$ cat config.mk
export PLATFORM = sky130hd
export DESIGN_NAME = snake_bounce
export DESIGN_NICKNAME = d
export VERILOG_FILES = /design/src/rtl/snake_pkg.sv /design/src/rtl/snake_tick_gen.sv /design/src/rtl/snake_len_ctrl.sv /design/src/rtl/snake_body.sv /design/src/rtl/snake_bounce.sv
export SDC_FILE = /design/constraint.sdc
export NUM_CORES = 1
export LEC_CHECK = 0
export ABC_AREA = 1
export BUFFER_PORTS_ARGS = -buffer_cell sky130_fd_sc_hd__buf_2
export CAP_MARGIN = 10
export CORE_MARGIN = 1.5
export CORE_UTILIZATION = 30
export CTS_CLUSTER_DIAMETER = 80
export CTS_CLUSTER_SIZE = 28
export DETAILED_ROUTE_END_ITERATION = 8
export GPL_TIMING_DRIVEN = 1
export PLACE_DENSITY_LB_ADDON = 0.15
export SLEW_MARGIN = 10
export SYNTH_ARGS = -nofsm -noshare
export SYNTH_HDL_FRONTEND = slang
export SYNTH_HIERARCHICAL = 1
export SYNTH_SLANG_ARGS = --single-unit
export TNS_END_PERCENT = 10
$ cat constraint.sdc
create_clock -name clk_i -period 1.9 [get_ports clk_i]
set_input_delay 0.57 -clock clk_i [delete_from_list [all_inputs] [get_ports clk_i]]
set_output_delay 0.57 -clock clk_i [all_outputs]
set_load 0.01 [all_outputs]
$ cat src/rtl/snake_pkg.sv
package snake_pkg;

   typedef enum logic {
      DIR_UP   = 1'b0,
      DIR_DOWN = 1'b1
   } snake_dir_e;

   function automatic int unsigned cnt_width(input int unsigned limit);
      return (limit <= 1) ? 1 : $clog2(limit);
   endfunction

endpackage

$ cat src/rtl/snake_tick_gen.sv
module snake_tick_gen #(
   parameter int unsigned DIV_TC = 4
) (
   input  logic clk_i,
   input  logic rst_ni,
   output logic tick_o
);

   localparam int unsigned CNT_W = snake_pkg::cnt_width(DIV_TC);

   if (DIV_TC < 1) begin : g_bad_div
      $error("snake_tick_gen: DIV_TC must be at least 1");
   end

   if (DIV_TC == 1) begin : g_every_cycle
      logic tick_q;

      always_ff @(posedge clk_i or negedge rst_ni) begin
         if (!rst_ni) tick_q <= 1'b1;
         else         tick_q <= 1'b1;
      end

      assign tick_o = tick_q;


      every_edge_chk: assert property (@(posedge clk_i) disable iff (!rst_ni)
         tick_o);
   end else begin : g_counter
      localparam logic [CNT_W-1:0] RELOAD = CNT_W'(DIV_TC - 1);
      logic [CNT_W-1:0] cnt_q;

      always_ff @(posedge clk_i or negedge rst_ni) begin
         if (!rst_ni)          cnt_q <= RELOAD;
         else if (cnt_q == '0) cnt_q <= RELOAD;
         else                  cnt_q <= cnt_q - 1'b1;
      end

      assign tick_o = (cnt_q == '0);


      cnt_range_chk: assert property (@(posedge clk_i) disable iff (!rst_ni)
         cnt_q <= RELOAD);

      tick_spacing_chk: assert property (@(posedge clk_i) disable iff (!rst_ni)
         tick_o |=> !tick_o);
   end

endmodule

$ cat src/rtl/snake_len_ctrl.sv
module snake_len_ctrl #(
   parameter int unsigned MIN_LEN = 2,
   parameter int unsigned MAX_LEN = 6,
   parameter int unsigned LEN_W   = 3
) (
   input  logic             clk_i,
   input  logic             rst_ni,
   input  logic             grow_i,
   output logic [LEN_W-1:0] len_o,
   output logic             wrap_o
);

   localparam logic [LEN_W-1:0] LEN_LO = LEN_W'(MIN_LEN);
   localparam logic [LEN_W-1:0] LEN_HI = LEN_W'(MAX_LEN);

   if (MIN_LEN < 1 || MAX_LEN <= MIN_LEN) begin : g_bad_range
      $error("snake_len_ctrl: need 1 <= MIN_LEN < MAX_LEN");
   end
   if ((1 << LEN_W) <= MAX_LEN) begin : g_bad_width
      $error("snake_len_ctrl: LEN_W too narrow for MAX_LEN");
   end

   logic [LEN_W-1:0] len_q;
   logic [LEN_W-1:0] len_d;
   logic             at_top;

   assign at_top = (len_q == LEN_HI);
   assign wrap_o = grow_i && at_top;

   always_comb begin
      len_d = len_q;
      if (grow_i) begin
         if (at_top) len_d = LEN_LO;
         else        len_d = len_q + 1'b1;
      end
   end

   always_ff @(posedge clk_i or negedge rst_ni) begin
      if (!rst_ni) len_q <= LEN_LO;
      else         len_q <= len_d;
   end

   assign len_o = len_q;


   len_range_chk: assert property (@(posedge clk_i) disable iff (!rst_ni)
      len_o >= LEN_LO && len_o <= LEN_HI);

   len_wrap_chk: assert property (@(posedge clk_i) disable iff (!rst_ni)
      wrap_o |=> len_o == LEN_LO);

   len_hold_chk: assert property (@(posedge clk_i) disable iff (!rst_ni)
      !grow_i |=> $stable(len_o));

endmodule

$ cat src/rtl/snake_body.sv
module snake_body #(
   parameter int unsigned VEC_W   = 18,
   parameter int unsigned MIN_LEN = 2,
   parameter int unsigned MAX_LEN = 6
) (
   input  logic                 clk_i,
   input  logic                 rst_ni,
   input  logic                 tick_i,
   input  logic                 grow_i,
   input  logic                 wrap_i,
   output logic [VEC_W-1:0]     vec_o,
   output snake_pkg::snake_dir_e dir_o
);
   import snake_pkg::*;

   localparam int unsigned      MSB   = VEC_W - 1;
   localparam int unsigned      TRIM  = MAX_LEN - MIN_LEN;
   localparam logic [VEC_W-1:0] START = VEC_W'((1 << MIN_LEN) - 1);

   if (VEC_W <= MAX_LEN + 1) begin : g_bad_width
      $error("snake_body: VEC_W must exceed MAX_LEN + 1");
   end

   logic [VEC_W-1:0] vec_q, vec_d;
   snake_dir_e       dir_q, dir_d;
   logic [VEC_W-1:0] toward_up, toward_down;
   logic             tail_on_edge;

   assign toward_up    = vec_q << 1;
   assign toward_down  = vec_q >> 1;
   assign tail_on_edge = (dir_q == DIR_UP) ? vec_q[0] : vec_q[MSB];

   always_comb begin
      vec_d = vec_q;
      dir_d = dir_q;
      if (grow_i) begin
         if (wrap_i) begin
            if (dir_q == DIR_UP) vec_d = vec_q & (vec_q << TRIM);
            else                 vec_d = vec_q & (vec_q >> TRIM);
         end else if (dir_q == DIR_UP) begin
            vec_d = tail_on_edge ? (vec_q | toward_up) : (vec_q | toward_down);
         end else begin
            vec_d = tail_on_edge ? (vec_q | toward_down) : (vec_q | toward_up);
         end
      end else if (tick_i) begin
         if (dir_q == DIR_UP) begin
            vec_d = toward_up;
            if (toward_up[MSB]) dir_d = DIR_DOWN;
         end else begin
            vec_d = toward_down;
            if (toward_down[0]) dir_d = DIR_UP;
         end
      end
   end

   always_ff @(posedge clk_i or negedge rst_ni) begin
      if (!rst_ni) begin
         vec_q <= START;
         dir_q <= DIR_UP;
      end else begin
         vec_q <= vec_d;
         dir_q <= dir_d;
      end
   end

   assign vec_o = vec_q;
   assign dir_o = dir_q;


   idle_hold_chk: assert property (@(posedge clk_i) disable iff (!rst_ni)
      !tick_i && !grow_i |=> $stable(vec_o) && $stable(dir_o));

   step_count_chk: assert property (@(posedge clk_i) disable iff (!rst_ni)
      tick_i && !grow_i |=> $countones(vec_o) == $countones($past(vec_o)) && vec_o != $past(vec_o));

   top_turn_chk: assert property (@(posedge clk_i) disable iff (!rst_ni)
      vec_o[MSB] |-> dir_o == DIR_DOWN);

   bottom_turn_chk: assert property (@(posedge clk_i) disable iff (!rst_ni)
      vec_o[0] |-> dir_o == DIR_UP);

   grow_add_chk: assert property (@(posedge clk_i) disable iff (!rst_ni)
      grow_i && !wrap_i |=> $countones(vec_o) == $countones($past(vec_o)) + 1);

endmodule

$ cat src/rtl/snake_bounce.sv
module snake_bounce #(
   parameter int unsigned VEC_W   = 18,
   parameter int unsigned MIN_LEN = 2,
   parameter int unsigned MAX_LEN = 6,
   parameter int unsigned DIV_TC  = 12_500_000
) (
   input  logic             clk_i,
   input  logic             rst_ni,
   input  logic             grow_i,
   output logic [VEC_W-1:0] snake_o
);
   import snake_pkg::*;

   localparam int unsigned LEN_W = $clog2(MAX_LEN + 1);

   logic             step_tick;
   logic             wrap;
   logic [LEN_W-1:0] len;
   snake_dir_e       dir;
   logic [VEC_W-1:0] vec;

   snake_tick_gen #(
      .DIV_TC (DIV_TC)
   ) tick_i (
      .clk_i  (clk_i),
      .rst_ni (rst_ni),
      .tick_o (step_tick)
   );

   snake_len_ctrl #(
      .MIN_LEN (MIN_LEN),
      .MAX_LEN (MAX_LEN),
      .LEN_W   (LEN_W)
   ) len_i (
      .clk_i  (clk_i),
      .rst_ni (rst_ni),
      .grow_i (grow_i),
      .len_o  (len),
      .wrap_o (wrap)
   );

   snake_body #(
      .VEC_W   (VEC_W),
      .MIN_LEN (MIN_LEN),
      .MAX_LEN (MAX_LEN)
   ) body_i (
      .clk_i  (clk_i),
      .rst_ni (rst_ni),
      .tick_i (step_tick),
      .grow_i (grow_i),
      .wrap_i (wrap),
      .vec_o  (vec),
      .dir_o  (dir)
   );

   assign snake_o = vec;


   run_len_chk: assert property (@(posedge clk_i) disable iff (!rst_ni)
      $countones(snake_o) == int'(len));

   contiguous_chk: assert property (@(posedge clk_i) disable iff (!rst_ni)
      ((snake_o + (snake_o & (~snake_o + 1'b1))) & snake_o) == '0);

   grow_wins_chk: assert property (@(posedge clk_i) disable iff (!rst_ni)
      grow_i && step_tick |=> len != $past(len));

endmodule

==> impl_metrics.ini, run 1 <==
[synth]
synth.distinct_cells = 35
synth_nets = 534
yosysWarnings = 6
syn_avg_cell_area_um2 = 6.62
synth_simple_gate_area_share_pct = 49.3
yosysSeqAreaShare_pct = 33.7
ys_ff_latch = 46
synth_fa_ha_area_share_pct = 1.44
synthCells = 527
yosys-top-cells-area = dfrtp_1 (19%), nand2_1 (17%), dfstp_2 (14%), nand3_1 (12%), nor2_1 (6.2%)
synth_top_area_share_pct = 19.4
synthXorXnorAreaFrac_pct = 0.502
synth_compound_area_share_pct = 6.71
muxShareOfSynthArea_pct = 0
synth_largest_area_cell = dfrtp_1
syn_area_um2 = 3490
synth_top_family_by_area = simple AND/OR/NAND/NOR gates

[die]
io_pins = 21
coreArea_um2 = 11400
rows = 39
fp.dieW_um = 111
fp.dieH_um = 111
die_area_um2 = 12300
initial_core_util_pct = 30.7

[final_layout]
finalInstanceArea_um2 = 3950
syn_to_final_growth_pct = 13.3
fin_nets = 561
final_common_cell = nand2_1
layout_common_cells = nand2_1 (162), nand3_1 (81), nor2_1 (58)
diodes = 0
nFillCells = 1240
instances_no_fill = 698
drive_gt1_share_pct = 20.4

[routing]
drt_first_pass_iters = 5
vias_per_cell = 5.05
drt_iter0_markers = 268
num_vias = 3525
routed_wl_um = 10100
wl_per_cell_um = 14.4
ant_nets = 0
route.detailed.drc = 0

[critical_path]
crit_path_end_kind = register
crit_type = register to register
start_kind = register
cp.buffers_inverters = 3
critPathMaxFanout = 13
crit_path_max_incr_delay_ns = 0.37
worstPathCellList = inv_1 -> ha_2 -> nand2_1 -> nor2_2 -> nand2_2 -> nor2_2 -> nand2_2 -> inv_4 -> nor2_4 -> inv_6 -> nor2_1 -> nor3_1 -> nand2_1
cp.arrival_ns = 1.99
slowest_stage = dfstp_2
crit_required_ns = 2.09
crit_family = simple AND/OR/NAND/NOR gates

[sta]
slew_viol_final = 0
max_freq_mhz = 553
hold_viol_final = 0
worst_pin_slew_ns = 0.503
post-route-period-util_pct = 95.1
setup_violations = 0
period_minus_slack_ns = 1.81
skew_ns = 0.00476
maxSlewHeadroom_pct = 66.2
setup_slack_ns = 0.0931
rsz0062_at_grt = true

[global_route]
grt-ovfl-total = 0
grt_pass1_vias = 3383
grt_pass1_wl_um = 17000
antenna_found_initial = 0
track_usage_pct = 17.1
grt_max_degree = 20

[flow_run]
maxCapViolations = 0

[clock_network]
cts_max_path_buffers = 2
path_clk_slew_ns = 0.07
clock_latency_ns = 0.30
cts_tree = yes
cts_made_buffers = 5
root_buffer = clkbuf_16
cts.sinks = 46
htree_levels = 2

[place]
dpl_cell_area_um2 = 3780
dp_hpwl_um = 7300
io_buffer_count = 20
dp.cells = 690
dp_slack_ns = -0.0707
routabilityCongestion = 0.836

[pwr]
power.leakage_nw = 1.92
peakVddDrop_uv = 567
power_per_cell_area_nw_per_um2 = 1020

[worst_hold_path]
holdCritPathClass = input port to async pin

[outcome]
outcome = completed
[cells by family (layout without fill, tap and decap cells)]
| kind of cell | count (synthesis) | after routing |
|---|---|---|
| adders and majority gates | 4 | 4 |
| DFF | 46 | 46 |
| xor gates and xnor gates | 2 | 2 |
| AOI/OAI and AO/OA | 46 | 46 |
| and+or+nand+nor | 366 | 366 |
| buffers and inverters | 63 | 91 |
[what timing repair did]
action                     4_1_cts  5_1_grt
resized for setup                2        4
hold buffers                     0        0
hold endpoints to repair         0        0
setup endpoints to repair        3       14
buffers inserted                 0        0
pin swaps                        0        1
[registers in the layout, indices dropped and copies added, names as in the netlist]
name,cells
tick_i/g_counter.cnt_q,24
body_i/vec_o,18
len_i/len_o,3
body_i/dir_o,1
[synth_stat cells]
cell type / instances
ha_1: 4
nor2_8: 1
xor2_1: 1
inv_2: 9
nand2_2: 6
nand2_4: 6
o21ai_1: 6
o22ai_1: 1
o211ai_1: 1
nand3b_2: 1
inv_1: 41
nand4_1: 7
nand3b_1: 2
or2_2: 2
dfrtp_1: 27
buf_2: 5
nor2_2: 13
dfstp_2: 19
buf_6: 3
nor2_1: 58
o21ai_0: 19
a21oi_1: 19
nand4_2: 1
buf_4: 4
and2_1: 2
nand3_1: 81
nor3b_1: 1
nor3_1: 11
nor2_4: 3
or2_1: 1
nand3_2: 6
nand2_1: 162
or2_0: 2
xnor2_1: 1
clkbuf_8: 1
[worst register-to-register path: stages, from the launching register on]
cell and delay [ns]:
dfstp_2 0.37, inv_1 0.07, ha_2 0.18, nand2_1 0.06, nor2_2 0.14, nand2_2 0.07, nor2_2 0.09, nand2_2 0.08
inv_4 0.08, nor2_4 0.07, inv_6 0.12, nor2_1 0.05, nor3_1 0.22, nand2_1 0.08
[area by class of cell]
type / instances / area, um^2 / area share (%)
Clock buffer: 5 / 125 / 3.17
Clock inverter: 3 / 21.3 / 0.538
Inverter: 50 / 198 / 5.00
Timing Repair Buffer: 33 / 210 / 5.32
Sequential cell: 46 / 1170 / 29.7
Tap cell: 143 / 179 / 4.53
Multi-Input combinational cell: 418 / 2040 / 51.7
[power by group]
group | switching (mW) | internal [mW]
logic | 1.08 | 0.558
clock network | 0.426 | 0.489
registers | 0.286 | 1.19
total | 1.79 | 2.24
[through the flow]
step	total power, mW	hold WS, ns	setup TNS [ns]	util, %
floorplan	2.57	0.274	-0.00305	-
global placement	3.11	0.440	-0.0319	33.3
detailed placement	3.10	0.441	-0.0770	33.3
CTS	4.06	0.250	0	34.6
global route	4.35	0.252	-0.166	34.7
finish	4.03	0.231	0	34.7
[layer usage]
metal	track usage, %	vias to the layer above	part of all wire [%]	routed length (um)
li1	-	1763	-	-
met1	24.0	1667	48	4880
met2	26.8	91	45	4550
met3	3.44	4	5.6	563
met4	4.27	0	0.86	87
met5	0	-	0	0
[path summary, 6_finish.rpt]
path	cells past startpoint	slack, ns	endpoint	from
min in group clk_i	1	0.45	tick_i/g_counter.cnt_q[0]$_DFF_PN1_	tick_i/g_counter.cnt_q[0]$_DFF_PN1_
worst min-delay path	1	0.23	body_i/vec_o[16]$_DFFE_PN0P_	rst_ni
worst min register to register	1	0.45	tick_i/g_counter.cnt_q[0]$_DFF_PN1_	tick_i/g_counter.cnt_q[0]$_DFF_PN1_
worst max register to register	13	0.09	body_i/vec_o[2]$_DFFE_PN0P_	tick_i/g_counter.cnt_q[0]$_DFF_PN1_
max in group asynchronous	2	1.11	body_i/vec_o[11]$_DFFE_PN0P_	rst_ni
worst max-delay path	13	0.09	body_i/vec_o[2]$_DFFE_PN0P_	tick_i/g_counter.cnt_q[0]$_DFF_PN1_
No activity file was read; power rests on OpenSTA's default activity.
==> run 2: changes to the inputs <==
--- a/config.mk
+++ b/config.mk
@@ -7,14 +7,14 @@
 export LEC_CHECK = 0
 export ABC_AREA = 1
 export BUFFER_PORTS_ARGS = -buffer_cell sky130_fd_sc_hd__buf_2
-export CAP_MARGIN = 10
+export CAP_MARGIN = 20
 export CORE_MARGIN = 1.5
 export CORE_UTILIZATION = 30
 export CTS_CLUSTER_DIAMETER = 80
 export CTS_CLUSTER_SIZE = 28
 export DETAILED_ROUTE_END_ITERATION = 8
 export GPL_TIMING_DRIVEN = 1
-export PLACE_DENSITY_LB_ADDON = 0.15
+export PLACE_DENSITY = 0.57
 export SLEW_MARGIN = 10
 export SYNTH_ARGS = -nofsm -noshare
 export SYNTH_HDL_FRONTEND = slang
==> impl_metrics.ini, run 2 (synthesized netlist as in run 1, its figures left out) <==
[final_layout]
nFillCells = 1215
final-seq-area_um2 = 1170
fin_nets = 559
multi_input_area_um2 = 2060
top_register = tick_i/g_counter.cnt_q
drive_gt1_share_pct = 20.6
syn_to_final_growth_pct = 13.4
diodes = 0
layout_common_cells = nand2_1 (161), nand3_1 (81), nor2_1 (58)
final_common_cell = nand2_1
instances_no_fill = 696
largest_reg_flops = 24

[critical_path]
critPathMaxFanout = 10
regToRegSetupSlack_ns = 0.16
r2r_cells = 14
cp.arrival_ns = 1.93
crit_type = register to register
crit_path_end_kind = register
r2r-start = tick_i/g_counter.cnt_q[0]$_DFF_PN1_
start_kind = register
crit_required_ns = 2.08
r2r_end = body_i/vec_o[8]$_DFFE_PN0P_

[global_route]
antenna_found_initial = 0
grt_max_degree = 47
grt_pass1_vias = 3368
track_usage_pct = 15.8
grt_pass1_wl_um = 16000
met2_usage_pct = 24.7
top_usage_layer = met2
gr-usage-met3_pct = 2.73
grt_use_met1_pct = 21.9
grt-ovfl-total = 0

[routing]
drt_first_pass_iters = 5
drt_iter0_markers = 249
routed_wl_um = 9310
vias_per_cell = 5.04
route.detailed.drc = 0
wl_per_cell_um = 13.4
ant_nets = 0
num_vias = 3508

[sta]
setup_violations = 0
period_minus_slack_ns = 1.74
slew_viol_final = 0
rsz0062_at_grt = false
skew_ns = 0.00601
worst_pin_slew_ns = 0.366
max_freq_mhz = 574
maxSlewHeadroom_pct = 75.4
hold_viol_final = 0
post-route-period-util_pct = 91.8
setup_slack_ns = 0.156

[place]
dp_hpwl_um = 6700
io_buffer_count = 20
routabilityCongestion = 0.909
dp.cells = 688
dp_slack_ns = 0.0626

[clock_network]
htree_levels = 2
cts_tree = yes
ctsHoldBuffers = 0
root_buffer = clkbuf_16
cts_max_path_buffers = 2
cts.sinks = 46
path_clk_slew_ns = 0.07
post_cts_buffers = 0
cts_resized = 0
clock_latency_ns = 0.30
cts_made_buffers = 5

[die]
initial_core_util_pct = 30.7
die_area_um2 = 12300
fp.dieH_um = 111
io_pins = 21
fp.dieW_um = 111
rows = 39
coreArea_um2 = 11400

[pwr]
peakVddDrop_uv = 414
power_per_cell_area_nw_per_um2 = 1010
power.leakage_nw = 1.90

[outcome]
outcome = completed

[worst_hold_path]
holdCritPathClass = input port to async pin

[flow_run]
maxCapViolations = 0
-- run 2: cell count changes in the layout (fill, tap and decap cells not counted) --
cell and delta:
a21oi_1 -1, a21oi_2 +1, buf_4 -2, inv_1 -1, inv_2 +1, nand2_1 -1
nand2_2 +1, nand2_4 -1, nand2_8 +1, nor2_2 -1, nor2_4 +1
-- run 2: worst max-delay path by stage --
stage | startpoint | endpoint | slack (ns)
floorplan | tick_i/g_counter.cnt_q[0]$_DFF_PN1_ | body_i/vec_o[2]$_DFFE_PN0P_ | -0.003
CTS | tick_i/g_counter.cnt_q[0]$_DFF_PN1_ | body_i/vec_o[10]$_DFFE_PN0P_ | 0.04
global placement | tick_i/g_counter.cnt_q[0]$_DFF_PN1_ | body_i/vec_o[12]$_DFFE_PN0P_ | 0.1
global route | tick_i/g_counter.cnt_q[0]$_DFF_PN1_ | body_i/vec_o[5]$_DFFE_PN0P_ | 0.03
detailed placement | tick_i/g_counter.cnt_q[0]$_DFF_PN1_ | body_i/vec_o[10]$_DFFE_PN0P_ | 0.06
finish | tick_i/g_counter.cnt_q[0]$_DFF_PN1_ | body_i/vec_o[8]$_DFFE_PN0P_ | 0.16
-- run 2: per-layer routing --
metal / wire (um) / vias to the layer above
li1: - / 1764
met1: 4670 / 1669
met2: 4120 / 69
met3: 393 / 6
met4: 125 / 0
met5: 0 / -
-- run 2: cell type report --
class	count	area share [%]
clock buffer	5	3.16
clock inverter	3	0.538
multi-input combinational	418	52.1
sequential	46	29.7
timing repair buffer	31	4.94
tap	143	4.52
inverter	50	5.00
-- run 2: through the flow --
stage                     setup TNS (ns)  cell area (um^2)  utilization (%)  hold WS [ns]  total power [mW]
final                                  0              3960             34.8         0.235              3.99
after global routing                   0              3960             34.8         0.277              4.33
after CTS                              0              3920             34.4         0.253              4.00
after detailed placement               0              3770             33.1         0.442              3.08
after global placement                 0              3770             33.1         0.441              3.07
after floorplan                 -0.00305              3500                -         0.274              2.57
-- run 2: where the power goes --
group	total, mW	internal [mW]	switching [mW]
registers	1.47	1.20	0.278
logic	1.62	0.558	1.07
clock network	0.897	0.488	0.409
-- run 2: critical path, cell delays in order, from the launching register on --
cell and delay [ns]:
dfstp_2 0.53, inv_1 0.05, ha_2 0.18, nand2_2 0.08, nor2_4 0.04, nand2_2 0.06
nor2_2 0.04, nand2_2 0.08, inv_4 0.06, nand2_8 0.11, inv_4 0.07, nand2_1 0.07
nand2_1 0.05, a21oi_1 0.14, nand2_1 0.07
==> run 3: changes to the inputs <==
--- a/config.mk
+++ b/config.mk
@@ -6,15 +6,15 @@
 export NUM_CORES = 1
 export LEC_CHECK = 0
 export ABC_AREA = 1
-export BUFFER_PORTS_ARGS = -buffer_cell sky130_fd_sc_hd__buf_2
 export CAP_MARGIN = 20
 export CORE_MARGIN = 1.5
-export CORE_UTILIZATION = 30
+export CORE_UTILIZATION = 53
 export CTS_CLUSTER_DIAMETER = 80
 export CTS_CLUSTER_SIZE = 28
 export DETAILED_ROUTE_END_ITERATION = 8
+export DONT_BUFFER_PORTS = 1
 export GPL_TIMING_DRIVEN = 1
-export PLACE_DENSITY = 0.57
+export PLACE_DENSITY = 0.81
 export SLEW_MARGIN = 10
 export SYNTH_ARGS = -nofsm -noshare
 export SYNTH_HDL_FRONTEND = slang
==> impl_metrics.ini, run 3 (synthesized netlist as in run 1, its figures left out) <==
[outcome]
outcome = completed

[sta]
maxSlewHeadroom_pct = 73.8
setup_violations = 0
worst_pin_slew_ns = 0.390
hold_viol_final = 0
finalSetupTns_ns = 0
skew_ns = 0.00800
slew_viol_final = 0
rsz0062_at_grt = true
whs_ns = 0.0666
post-route-period-util_pct = 94.4
max_freq_mhz = 558
period_minus_slack_ns = 1.79
setup_slack_ns = 0.106

[critical_path]
crit_required_ns = 2.11
cp.arrival_ns = 2.00
critPathMaxFanout = 10
crit_type = register to register
regToRegSetupSlack_ns = 0.11
start_kind = register
crit_path_end_kind = register

[final_layout]
syn_to_final_growth_pct = 6.21
diodes = 0
drive_gt1_share_pct = 16.9
nFillCells = 589
top_register = tick_i/g_counter.cnt_q
fin_util_pct = 58.3
finalInstanceArea_um2 = 3700
multi_input_area_um2 = 2030
final-seq-area_um2 = 1170
final_common_cell = nand2_1
layout_common_cells = nand2_1 (162), nand3_1 (81), nor2_1 (58)
instances_no_fill = 610
fin_nets = 539
largest_reg_flops = 24

[routing]
ant_nets = 0
vias_per_cell = 5.88
route.detailed.drc = 0
wl_per_cell_um = 14.9
drt_iter0_markers = 437
drt_first_pass_iters = 6
routed_wl_um = 9090
num_vias = 3588

[global_route]
grt_pass1_vias = 3198
antenna_found_initial = 0
grt-ovfl-total = 0
grt_pass1_wl_um = 14900
grt_max_degree = 33
track_usage_pct = 25.7

[die]
die_area_um2 = 7080
fp.dieW_um = 84.1
rows = 29
coreArea_um2 = 6350
fp.dieH_um = 84.1
io_pins = 21
initial_core_util_pct = 54.9

[place]
dp.cells = 598
dp_hpwl_um = 6280
dp_slack_ns = 0.105
dpl_cell_area_um2 = 3560
io_buffer_count = 0
routabilityCongestion = 0.951

[clock_network]
path_clk_slew_ns = 0.10
root_buffer = clkbuf_8
cts_made_buffers = 5
cts_max_path_buffers = 2
cts_tree = yes
clock_latency_ns = 0.31
htree_levels = 2
cts.sinks = 46

[pwr]
power_per_cell_area_nw_per_um2 = 974
p_total_mw = 3.61
peakVddDrop_uv = 654
power.leakage_nw = 1.81

[worst_hold_path]
holdCritPathClass = input port to async pin

[flow_run]
maxCapViolations = 0
run 3: cell count changes in the layout (fill, tap and decap cells not counted), sizes merged:
cell | before | now
buf | 31 | 11
clkinv | 2 | 1
inv | 50 | 51
run 3: timing repair:
item	CTS	global route
hold buffers	1	0
gates resized for setup	0	6
setup endpoints to repair	0	17
hold endpoints to repair	27	0
buffers inserted	0	3
run 3: critical path, stage by stage, from the launching register on:
cell     delay [ns]
dfstp_2        0.54
inv_1          0.05
ha_2           0.18
nand2_1        0.07
nor2_2         0.05
nand2_2        0.06
nor2_2         0.03
nand2_2        0.09
inv_4          0.05
nand2_4        0.15
inv_4          0.08
nand2_1        0.07
nand2_1        0.05
a21oi_1        0.13
nand2_1        0.08
run 3: power breakdown:
part / total (mW) / switching [mW] / internal, mW
Clock: 0.652 / 0.385 / 0.267
Combinational: 1.38 / 0.931 / 0.447
Sequential: 1.58 / 0.385 / 1.19
Total: 3.61 / 1.70 / 1.91
run 3: path summary, 6_finish.rpt:
path / startpoint / to / depth (start not counted)
worst max-delay path: tick_i/g_counter.cnt_q[0]$_DFF_PN1_ / body_i/vec_o[9]$_DFFE_PN0P_ / 14
worst min-delay path: rst_ni / tick_i/g_counter.cnt_q[6]$_DFF_PN0_ / 1
worst max register to register: tick_i/g_counter.cnt_q[0]$_DFF_PN1_ / body_i/vec_o[9]$_DFFE_PN0P_ / 14
min in group clk_i: grow_i / len_i/len_o[1]$_DFFE_PN1P_ / 2
worst min register to register: tick_i/g_counter.cnt_q[0]$_DFF_PN1_ / tick_i/g_counter.cnt_q[0]$_DFF_PN1_ / 1
max in group asynchronous: rst_ni / body_i/vec_o[13]$_DFFE_PN0P_ / 1
run 3: layout make-up:
class                      instances  area share (%)
clock buffer                       5            1.86
clock inverter                     3           0.676
inverter                          50            5.34
multi-input combinational        418            54.9
sequential                        46            31.7
tap                               77            2.60
timing repair buffer              11            2.91
run 3: layer usage:
layer  wire [um]  global-route usage (%)  up-vias
li1            -                       -     1712
met1        4040                    37.5     1666
met2        4080                    39.1      195
met3         877                    4.75       15
met4          90                    6.86        0
met5           0                       0        -
